===== config.mk =====
export PLATFORM = sky130hd
export DESIGN_NAME = flash_status_read
export DESIGN_NICKNAME = d
export VERILOG_FILES = /design/src/rtl/flash_status_pkg.sv /design/src/rtl/fsr_op_timer.sv /design/src/rtl/fsr_status_gen.sv /design/src/rtl/fsr_id_mux.sv /design/src/rtl/flash_status_read.sv
export SDC_FILE = /design/constraint.sdc
export NUM_CORES = 1
export LEC_CHECK = 0
export BUFFER_PORTS_ARGS = -buffer_cell sky130_fd_sc_hd__buf_2
export CORE_MARGIN = 3
export CORE_UTILIZATION = 59
export CTS_CLUSTER_SIZE = 40
export DETAILED_ROUTE_END_ITERATION = 8
export PLACE_DENSITY = 0.95
export SLEW_MARGIN = 10
export SYNTH_ARGS = -nofsm -noshare
export SYNTH_HDL_FRONTEND = slang
export SYNTH_HIERARCHICAL = 1
export SYNTH_SLANG_ARGS = --single-unit

===== constraint.sdc =====
create_clock -name clk_i -period 5.1 [get_ports clk_i]
set_clock_uncertainty 0.05 [all_clocks]
set_input_delay 0.765 -clock clk_i [delete_from_list [all_inputs] [get_ports clk_i]]
set_output_delay 0.765 -clock clk_i [all_outputs]
set_load 0.02 [all_outputs]

===== src/rtl/flash_status_pkg.sv =====
package flash_status_pkg;
  typedef enum logic {
    OP_PROG  = 1'b0,
    OP_ERASE = 1'b1
  } op_e;

  localparam logic [15:0] MFR_CODE = 16'h001F;
  localparam logic [15:0] DEV_CODE = 16'h0088;
  localparam int          ID_MFR_ADDR  = 0;
  localparam int          ID_DEV_ADDR  = 1;
  localparam int          ID_LOCK_ADDR = 2;
  localparam int          DATA_W       = 16;
  localparam int          DPOLL_BIT    = 7;
  localparam int          TOGGLE_BIT   = 6;
endpackage


===== src/rtl/fsr_op_timer.sv =====
module fsr_op_timer
  import flash_status_pkg::*;
#(
  parameter int PROG_CYCLES  = 3000,
  parameter int ERASE_CYCLES = 500_000_000
) (
  input  logic clk_i,
  input  logic rst_ni,
  input  logic start_prog_i,
  input  logic start_erase_i,
  output logic launch_o,
  output logic busy_o,
  output op_e  op_o
);
  localparam int MAX_CYC = (ERASE_CYCLES > PROG_CYCLES) ? ERASE_CYCLES : PROG_CYCLES;
  localparam int CNT_W   = (MAX_CYC > 1) ? $clog2(MAX_CYC + 1) : 1;

  logic [CNT_W-1:0] cnt_q;

  assign launch_o = !busy_o && (start_prog_i || start_erase_i);

  always_ff @(posedge clk_i or negedge rst_ni) begin
    if (!rst_ni) begin
      busy_o <= 1'b0;
      op_o   <= OP_PROG;
      cnt_q  <= '0;
    end else if (launch_o) begin
      busy_o <= 1'b1;
      // erase wins a simultaneous start
      op_o   <= start_erase_i ? OP_ERASE : OP_PROG;
      cnt_q  <= start_erase_i ? CNT_W'(ERASE_CYCLES - 1) : CNT_W'(PROG_CYCLES - 1);
    end else if (busy_o) begin
      if (cnt_q == '0) busy_o <= 1'b0;
      else             cnt_q  <= cnt_q - 1'b1;
    end
  end

  assert_busy_holds_R2: assert property (@(posedge clk_i) disable iff (!rst_ni)
    busy_o && cnt_q != '0 |=> busy_o);

  assert_start_ignored_R3: assert property (@(posedge clk_i) disable iff (!rst_ni)
    busy_o && (start_prog_i || start_erase_i) |=> op_o == $past(op_o));
endmodule


===== src/rtl/fsr_status_gen.sv =====
module fsr_status_gen
  import flash_status_pkg::*;
(
  input  logic              clk_i,
  input  logic              rst_ni,
  input  logic              launch_i,
  input  logic [DATA_W-1:0] prog_data_i,
  input  logic              busy_i,
  input  op_e               op_i,
  input  logic              rd_i,
  output logic [DATA_W-1:0] status_o
);
  logic wbit_q;
  logic toggle_q;

  always_ff @(posedge clk_i or negedge rst_ni) begin
    if (!rst_ni) begin
      wbit_q   <= 1'b0;
      toggle_q <= 1'b0;
    end else if (launch_i) begin
      wbit_q   <= prog_data_i[DPOLL_BIT];
      toggle_q <= 1'b0;
    end else if (busy_i && rd_i) begin
      toggle_q <= ~toggle_q;
    end
  end

  always_comb begin
    status_o             = '0;
    status_o[DPOLL_BIT]  = (op_i == OP_ERASE) ? 1'b0 : ~wbit_q;
    status_o[TOGGLE_BIT] = toggle_q;
  end

  assert_toggle_frozen_idle_R7: assert property (@(posedge clk_i) disable iff (!rst_ni)
    !busy_i && !launch_i |=> $stable(toggle_q));
endmodule


===== src/rtl/fsr_id_mux.sv =====
module fsr_id_mux
  import flash_status_pkg::*;
#(
  parameter int ADDR_W = 17
) (
  input  logic [ADDR_W-1:0] addr_i,
  input  logic              boot_locked_i,
  output logic [DATA_W-1:0] id_word_o
);
  always_comb begin
    id_word_o = '0;
    if (addr_i == ADDR_W'(ID_MFR_ADDR))       id_word_o = MFR_CODE;
    else if (addr_i == ADDR_W'(ID_DEV_ADDR))  id_word_o = DEV_CODE;
    else if (addr_i == ADDR_W'(ID_LOCK_ADDR)) id_word_o[0] = boot_locked_i;
  end
endmodule


===== src/rtl/flash_status_read.sv =====
module flash_status_read
  import flash_status_pkg::*;
#(
  parameter int ADDR_W       = 17,
  parameter int PROG_CYCLES  = 3000,
  parameter int ERASE_CYCLES = 500_000_000
) (
  input  logic              clk_i,
  input  logic              rst_ni,
  input  logic              start_prog_i,
  input  logic              start_erase_i,
  input  logic [15:0]       prog_data_i,
  input  logic              rd_i,
  input  logic [ADDR_W-1:0] addr_i,
  input  logic [15:0]       array_data_i,
  input  logic              id_mode_i,
  input  logic              boot_locked_i,
  output logic              busy_o,
  output logic [15:0]       rd_data_o
);
  logic              launch;
  op_e               op;
  logic [DATA_W-1:0] status_word;
  logic [DATA_W-1:0] id_word;

  fsr_op_timer #(
    .PROG_CYCLES (PROG_CYCLES),
    .ERASE_CYCLES(ERASE_CYCLES)
  ) u_timer (
    .clk_i        (clk_i),
    .rst_ni       (rst_ni),
    .start_prog_i (start_prog_i),
    .start_erase_i(start_erase_i),
    .launch_o     (launch),
    .busy_o       (busy_o),
    .op_o         (op)
  );

  fsr_status_gen u_status (
    .clk_i      (clk_i),
    .rst_ni     (rst_ni),
    .launch_i   (launch),
    .prog_data_i(prog_data_i),
    .busy_i     (busy_o),
    .op_i       (op),
    .rd_i       (rd_i),
    .status_o   (status_word)
  );

  fsr_id_mux #(.ADDR_W(ADDR_W)) u_id (
    .addr_i       (addr_i),
    .boot_locked_i(boot_locked_i),
    .id_word_o    (id_word)
  );

  always_ff @(posedge clk_i or negedge rst_ni) begin
    if (!rst_ni)        rd_data_o <= '0;
    else if (rd_i) begin
      if (busy_o)         rd_data_o <= status_word;
      else if (id_mode_i) rd_data_o <= id_word;
      else                rd_data_o <= array_data_i;
    end
  end

  assert_erase_bit7_R5: assert property (@(posedge clk_i) disable iff (!rst_ni)
    rd_i && busy_o && op == OP_ERASE |=> !rd_data_o[7]);

  assert_status_unused_zero_R6: assert property (@(posedge clk_i) disable iff (!rst_ni)
    rd_i && busy_o |=> rd_data_o[15:8] == 8'h00 && rd_data_o[5:0] == 6'h00);

  assert_toggle_alternates_R6: assert property (@(posedge clk_i) disable iff (!rst_ni)
    rd_i && busy_o && $past(rd_i && busy_o) |=> rd_data_o[6] != $past(rd_data_o[6]));

  assert_mfr_code_R8: assert property (@(posedge clk_i) disable iff (!rst_ni)
    rd_i && !busy_o && id_mode_i && addr_i == '0 |=> rd_data_o == 16'h001F);

  assert_dev_code_R8: assert property (@(posedge clk_i) disable iff (!rst_ni)
    rd_i && !busy_o && id_mode_i && addr_i == ADDR_W'(1) |=> rd_data_o == 16'h0088);

  assert_hold_without_read_R10: assert property (@(posedge clk_i) disable iff (!rst_ni)
    !rd_i |=> $stable(rd_data_o));
endmodule


======== Word level (Yosys, flattened, before mapping) ========
Cells that the tools add are included.
operators by class
  $add $sub $neg .......................... 1
  equal/unequal tests ..................... 3
  multiplexer cells ....................... 17
  bitwise operators ....................... 2
  reductions and logical operators ........ 9
operators with widths
  cell                                                   count
  two-way mux 29 bit                                     4
  two-way mux 16 bit                                     3
  zero test 29 bit                                       1
  subtractor 29 x 1 -> 29 bit (second input constant)    1
  equality test 17 x 1 -> 1 bit (second input constant)  1
  equality test 17 x 2 -> 1 bit (second input constant)  1
  zero test 17 bit                                       1
  two-way mux 1 bit                                      9
  two-way mux 7 bit                                      1
  nonzero test 2 bit                                     2
  logical AND 1 bit                                      2
  inequality test 2 bit (second input constant)          1
  NOT 1 bit                                              2
  AND reduction 2 bit                                    1
  zero test 1 bit                                        1
  logical OR 1 bit                                       1
word-level totals
  bits in registers ....................... 49
  input port bits ......................... 56
  output and inout port bits .............. 17
  word-level logic and storage cells ...... 38

======== Logic depth before layout (Yosys ltp) ========
  depth in word-level cells ............... 6
  depth in mapped cells ................... 8
  mapped depth without buffers ............ 7

======== Cells and area by module ========
The synthesis kept the hierarchy.
by module, submodules not included
  module             times used  cells an instance  area each (µm²)  seq. area each (µm²)
  fsr_op_timer       1           191                1874.3           775.7
  flash_status_read  1           90                 998.5            400.4
  fsr_status_gen     1           23                 211.5            50.0
  fsr_id_mux         1           24                 205.2            0.0

======== Worst setup path before layout ========
Ideal clock, no wire load.
  path type ............................... in2reg
  start ................................... input port addr_i[9]
  end ..................................... register rd_data_o[2]
  library setup time ...................... 87 ps
  data arrival time ....................... 2221 ps
  data required time ...................... 4963 ps
  slack ................................... 2742 ps
  stages on the path ...................... 6
  path buffers ............................ 1
  cell sequence ........................... or4_1 > nor4_2 > nor2b_1 > buf_4 > mux2i_1 > o211ai_1
on the way
  cells in the longest elaborated chain, start to end .. 4
RTL lines
  element               RTL line                 text
  from (decl)           flash_status_read.sv:14  input logic [ADDR_W-1:0] addr_i,
  zero test 17 bit      fsr_id_mux.sv:12         if (addr_i == ADDR_W'(ID_MFR_ADDR)) id_word_o = MFR_CODE;
  two-way mux 16 bit    fsr_id_mux.sv:12
  named net id_word[2]  flash_status_read.sv:24  logic [DATA_W-1:0] id_word;
  two-way mux 16 bit    flash_status_read.sv:60  else if (id_mode_i) rd_data_o <= id_word;
  two-way mux 16 bit    flash_status_read.sv:59  if (busy_o) rd_data_o <= status_word;
  to (signal assigned)  flash_status_read.sv:59
  to (signal assigned)  flash_status_read.sv:60
  to (signal assigned)  flash_status_read.sv:61  else rd_data_o <= array_data_i;
  to (decl)             flash_status_read.sv:19  output logic [15:0] rd_data_o
The timed path passes the listed nets, and every way through them passes these cells.
A chain may end at the register's enable or synchronous reset.

======== Final worst setup path ========
  start ................................... register u_timer.cnt_q[7]
  end ..................................... register u_timer.cnt_q[16]
on the way
  cells in the longest elaborated chain, start to end .. 4
  elaborated cells on any way between the ends .. 7
  those cells by class .................... add/sub: 1; eq/ne: 1; mux: 3; reduce/logical: 2
RTL lines
  element                      RTL line            text
  from (decl)                  fsr_op_timer.sv:18  logic [CNT_W-1:0] cnt_q;
  from (signal assigned)       fsr_op_timer.sv:31  cnt_q <= start_erase_i ? CNT_W'(ERASE_CYCLES - 1) : CNT_W'(PROG_CYCLES - 1);
  from (signal assigned)       fsr_op_timer.sv:34  else cnt_q <= cnt_q - 1'b1;
  subtractor 29 x 1 -> 29 bit  fsr_op_timer.sv:34
  two-way mux 29 bit           fsr_op_timer.sv:33  if (cnt_q == '0) busy_o <= 1'b0;
  two-way mux 29 bit           fsr_op_timer.sv:32  end else if (busy_o) begin
  two-way mux 29 bit           fsr_op_timer.sv:27  end else if (launch_o) begin
Parallel ways exist; a longest one is shown, timed or not. The select of a mux whose other input is x is not followed.

==> impl_metrics.csv <==
group,metric,value,unit
run_status,status,"complete, no violations",
synthesis,synthesis.area_per_instance,10.0,sq um
clock_tree,post_cts_resized,0,
drt,postRouteWirelength,7640,um
worst_setup_path,reg2reg_from,"u_timer/cnt_q[7]",
synthesis,post_synth_num_cell_types,62,
synthesis,proportion_of_netlist_area_held_by_the_largest_area_contributor,0.373,
floorplan,top_level_ports,73,
synthesis,synth_edf_count,0,
synthesis,count_of_state_elements_after_synthesis,49,
floorplan,core,5240,sq um
sta,final-hold-violation-count,0,
layout,fin_cells,442,
floorplan,dieWidth,80.7,um
clock_tree,cts_hold_repair.buffers,0,
global_route,grt_antenna_before_repair,0,
worst_setup_path,critical_path_buf_inv_count,0,
worst_setup_path,ff2ff_setup_slack,2.60,ns
worst_setup_path,reg2reg_depth,5,
sta,slew-limit-headroom,0.273,
layout,drive_above_1_share,0.274,
worst_setup_path,worst_path_dominant_cell_family,"simple AND/OR/NAND/NOR gates",
pwr,irDropWorstVdd,0.000125,V
flow_run,max-cap-violations,0,
clock_tree,clock_pin_slew_on_the_worst_setup_and_hold_paths,0.09,ns
clock_tree,cts_inserted_buffers,5,
synthesis,synth.yosys.seq_area_share,0.373,
worst_setup_path,timing.critical_path.depth,5,
drt,detailedRoute.firstIterationViolations,195,
clock_tree,clk_root_buffer_cell,"sky130_fd_sc_hd__clkbuf_8",
sta,fmax,400,MHz
floorplan,initial_utilization,0.628,
global_route,grt_pass1_wl,12200,um
layout,ant_cells,0,
worst_hold_path,min_delay_worst_type,"register to register",
clock_tree,cts_tree,"built",
layout,layout.cell_area.non_filler,3510,sq um
layout,utilization,0.670,
global_route,overall_routing_resource_usage,0.241,
worst_setup_path,path_max_fanout,7,
floorplan,die_footprint,6510,sq um
clock_tree,cts-htree-levels,2,
place,numPortBuffers,57,
place,setup_slack_placement,2.47,ns
worst_setup_path,slowest_delay,0.55,ns
worst_setup_path,critPathLaunchType,"register",
pwr,power.static_leakage,0.00148,uW
drt,avgViaCountPerCell,6.21,
floorplan,std_cell_rows,26,
global_route,first_global_vias,2737,
clock_tree,clock_sinks,49,
layout,finish.net_count,429,
drt,drc,0,
synthesis,netlist.top_cell.by_area,"sky130_fd_sc_hd__dfrtp_1",
clock_tree,insertion_delay,0.30,ns
synthesis,postSynth.asyncResetShare,1.00,
clock_tree,clock_path_buffers,2,
synthesis,syn_inst,328,
clock_tree,postCtsSetupRepairBufs,0,
worst_setup_path,critPathSlowestCell,"sky130_fd_sc_hd__a211oi_1",
sta,period_share,0.490,
synthesis,synthesis.yosys.warnings,6,
sta,final_critical_path_setup_slack,2.60,ns
global_route,total_grt_overflow,0,
worst_hold_path,worst_hold_path_cells,2,
worst_setup_path,required,5.25,ns
worst_setup_path,arrival_time_at_the_worst_endpoint,2.65,ns
place,place_area,3430,sq um
drt,routedWlPerCell,17.3,um
drt,routed-via-count,2747,
place,routabilityCongestion,0.900,
synthesis,ys_top_cells_by_area,"sky130_fd_sc_hd__dfrtp_1 (37%), sky130_fd_sc_hd__buf_4 (6.4%), sky130_fd_sc_hd__mux2i_1 (5.5%), sky130_fd_sc_hd__o211ai_2 (4.2%), sky130_fd_sc_hd__nand2b_1 (3.6%)",
sta,setup_viol_count_final,0,
floorplan,die_y,80.7,um
worst_setup_path,cpMostUsedCell,"sky130_fd_sc_hd__nand3_1",
sta,setup_tns,0,ns
worst_hold_path,min-delay-start,"u_timer/op_o",
place,place.detailed.hpwl,5400,um
sta,rsz0062_at_grt,"no",
sta,period_needed,2.50,ns
worst_setup_path,timing.critical_path.cells,"nor4_1 > nand3_1 > a211oi_1 > nand3_1 > and3_1",
pwr,p_per_area,234,nW/um^2
sta,timing.final.max_slew_violations,0,
sta,tightestPinTransition,1.09,ns
place,numPlacedInstances,434,
worst_hold_path,worst_hold_path_endpoint,"u_timer/op_o",
layout,flow.area_growth_from_synthesis,6.66,%
worst_setup_path,critPathCaptureType,"register",
drt,first_pass_iters,5,
synthesis,dominantRegCellSynth,"sky130_fd_sc_hd__dfrtp_1",
synthesis,mappedNetlistArea,3290,sq um
worst_setup_path,worst_r2r_endpoint,"u_timer/cnt_q[16]",
global_route,largest_net_degree_at_the_start_of_global_routing,50,
layout,fillerInstances,391,
worst_setup_path,critical_path_class,"register to register",
drt,antenna_violating_nets_post_route,0,
[report_power, final]
| group | switching, uW | internal [uW] | total [uW] |
|---|---|---|---|
| combinational | 77.9 | 61.3 | 139 |
| sequential | 36.1 | 424 | 460 |
| clock | 124 | 97.7 | 222 |
[tightest hold or removal path: cells and delay by family (launching register included)]
| family | cells | cell delay (ns) |
|---|---|---|
| AND/OR/NAND/NOR | 2 | 0.12 |
| flip-flops | 1 | 0.35 |
[stage by stage]
step                      hold slack (ns)  total power, uW
after floorplan                     0.398              560
after global placement              0.409              591
after detailed placement            0.417              603
after CTS                           0.438              824
after global routing                0.465              859
final                               0.439              821
[state kept, by name (all words and copies together) (netlist names)]
signal,count
rd_data_o,16
u_timer/cnt_q,29
u_status/wbit_q,1
u_timer/op_o,1
u_status/toggle_q,1
u_timer/busy_o,1
[layout make-up]
| class | count | area (sq um) | area share |
|---|---|---|---|
| clock buffer | 8 | 80.1 | 0.0228 |
| inverter | 6 | 22.5 | 0.00642 |
| multi-input combinational | 251 | 1800 | 0.513 |
| sequential | 49 | 1230 | 0.350 |
| tap | 70 | 87.6 | 0.0250 |
| timing repair buffer | 58 | 293 | 0.0835 |
[synthesized netlist by cell type, types with 2 or more instances]
master	instances
sky130_fd_sc_hd__a211oi_1	5
sky130_fd_sc_hd__xnor2_1	4
sky130_fd_sc_hd__inv_1	6
sky130_fd_sc_hd__nor4_1	3
sky130_fd_sc_hd__o21ai_2	2
sky130_fd_sc_hd__buf_4	28
sky130_fd_sc_hd__clkbuf_1	6
sky130_fd_sc_hd__nand3_1	23
sky130_fd_sc_hd__buf_6	5
sky130_fd_sc_hd__nand2b_1	19
sky130_fd_sc_hd__o21ai_1	3
sky130_fd_sc_hd__a31oi_1	8
sky130_fd_sc_hd__a2111oi_4	3
sky130_fd_sc_hd__o311ai_0	2
sky130_fd_sc_hd__conb_1	2
sky130_fd_sc_hd__ha_1	2
sky130_fd_sc_hd__and3_1	4
sky130_fd_sc_hd__or3_1	13
sky130_fd_sc_hd__dfrtp_1	49
sky130_fd_sc_hd__buf_2	4
sky130_fd_sc_hd__mux2i_1	18
sky130_fd_sc_hd__o31ai_1	5
sky130_fd_sc_hd__o211ai_1	8
sky130_fd_sc_hd__nor2_1	10
sky130_fd_sc_hd__nor3_1	9
sky130_fd_sc_hd__o21ai_0	6
sky130_fd_sc_hd__or4_4	5
sky130_fd_sc_hd__or2_2	3
sky130_fd_sc_hd__and2_1	3
sky130_fd_sc_hd__nor2b_1	2
sky130_fd_sc_hd__or3_4	2
sky130_fd_sc_hd__or4_1	7
sky130_fd_sc_hd__a21oi_1	10
sky130_fd_sc_hd__nand2_1	10
sky130_fd_sc_hd__xor2_1	2
sky130_fd_sc_hd__o211ai_2	11
[worst max-delay path by stage]
stage | from | to | slack [ns]
2_1_floorplan | addr_i[9] | rd_data_o[2] | 2.74
3_3_place_gp | start_erase_i | u_timer/cnt_q[28] | 2.52
3_5_place_dp | start_erase_i | u_timer/cnt_q[28] | 2.47
4_1_cts | u_timer/cnt_q[22] | u_timer/cnt_q[5] | 2.68
5_1_grt | u_timer/cnt_q[7] | u_timer/cnt_q[16] | 2.56
6_report | u_timer/cnt_q[7] | u_timer/cnt_q[16] | 2.60
[layer usage]
| layer | GRT usage | routed length (um) | share of wire | up-vias |
|---|---|---|---|---|
| li1 | - | - | - | 1255 |
| met1 | 0.280 | 2950 | 0.39 | 1350 |
| met2 | 0.433 | 4070 | 0.53 | 129 |
| met3 | 0.0460 | 497 | 0.065 | 13 |
| met4 | 0.0963 | 125 | 0.016 | 0 |
| met5 | 0 | 0 | 0 | - |
[layout by cell type, fill, tap and decap left out, drive strengths merged, types with 2 or more instances in the layout]
cell type	n
nor3	11
buf	58
a211oi	5
xor2	2
clkbuf	8
o31ai	6
o21ai	11
conb	24
mux2i	18
a2111oi	3
xnor2	4
nand3	23
nor2b	2
nand2b	20
and3	4
dfrtp	49
or4	13
inv	6
o211ai	19
or3	15
nor4	4
nor2	11
nand2	10
and2	3
a31oi	8
a21oi	11
or2	5
o311ai	2
ha	2
[logic make-up after synthesis]
kind of cell | after synthesis | synth area share
AND/OR/NAND/NOR | 125 | 0.235
AO/OA/AOI/OAI | 75 | 0.201
buffers and inverters | 50 | 0.105
flip-flops | 49 | 0.373
multiplexers | 19 | 0.0593
XOR/XNOR | 6 | 0.0160
adder cells (fa/ha/maj) | 2 | 0.00761
other | 2 | 0.00228
Note: power is estimated with default switching activity, not from simulation.
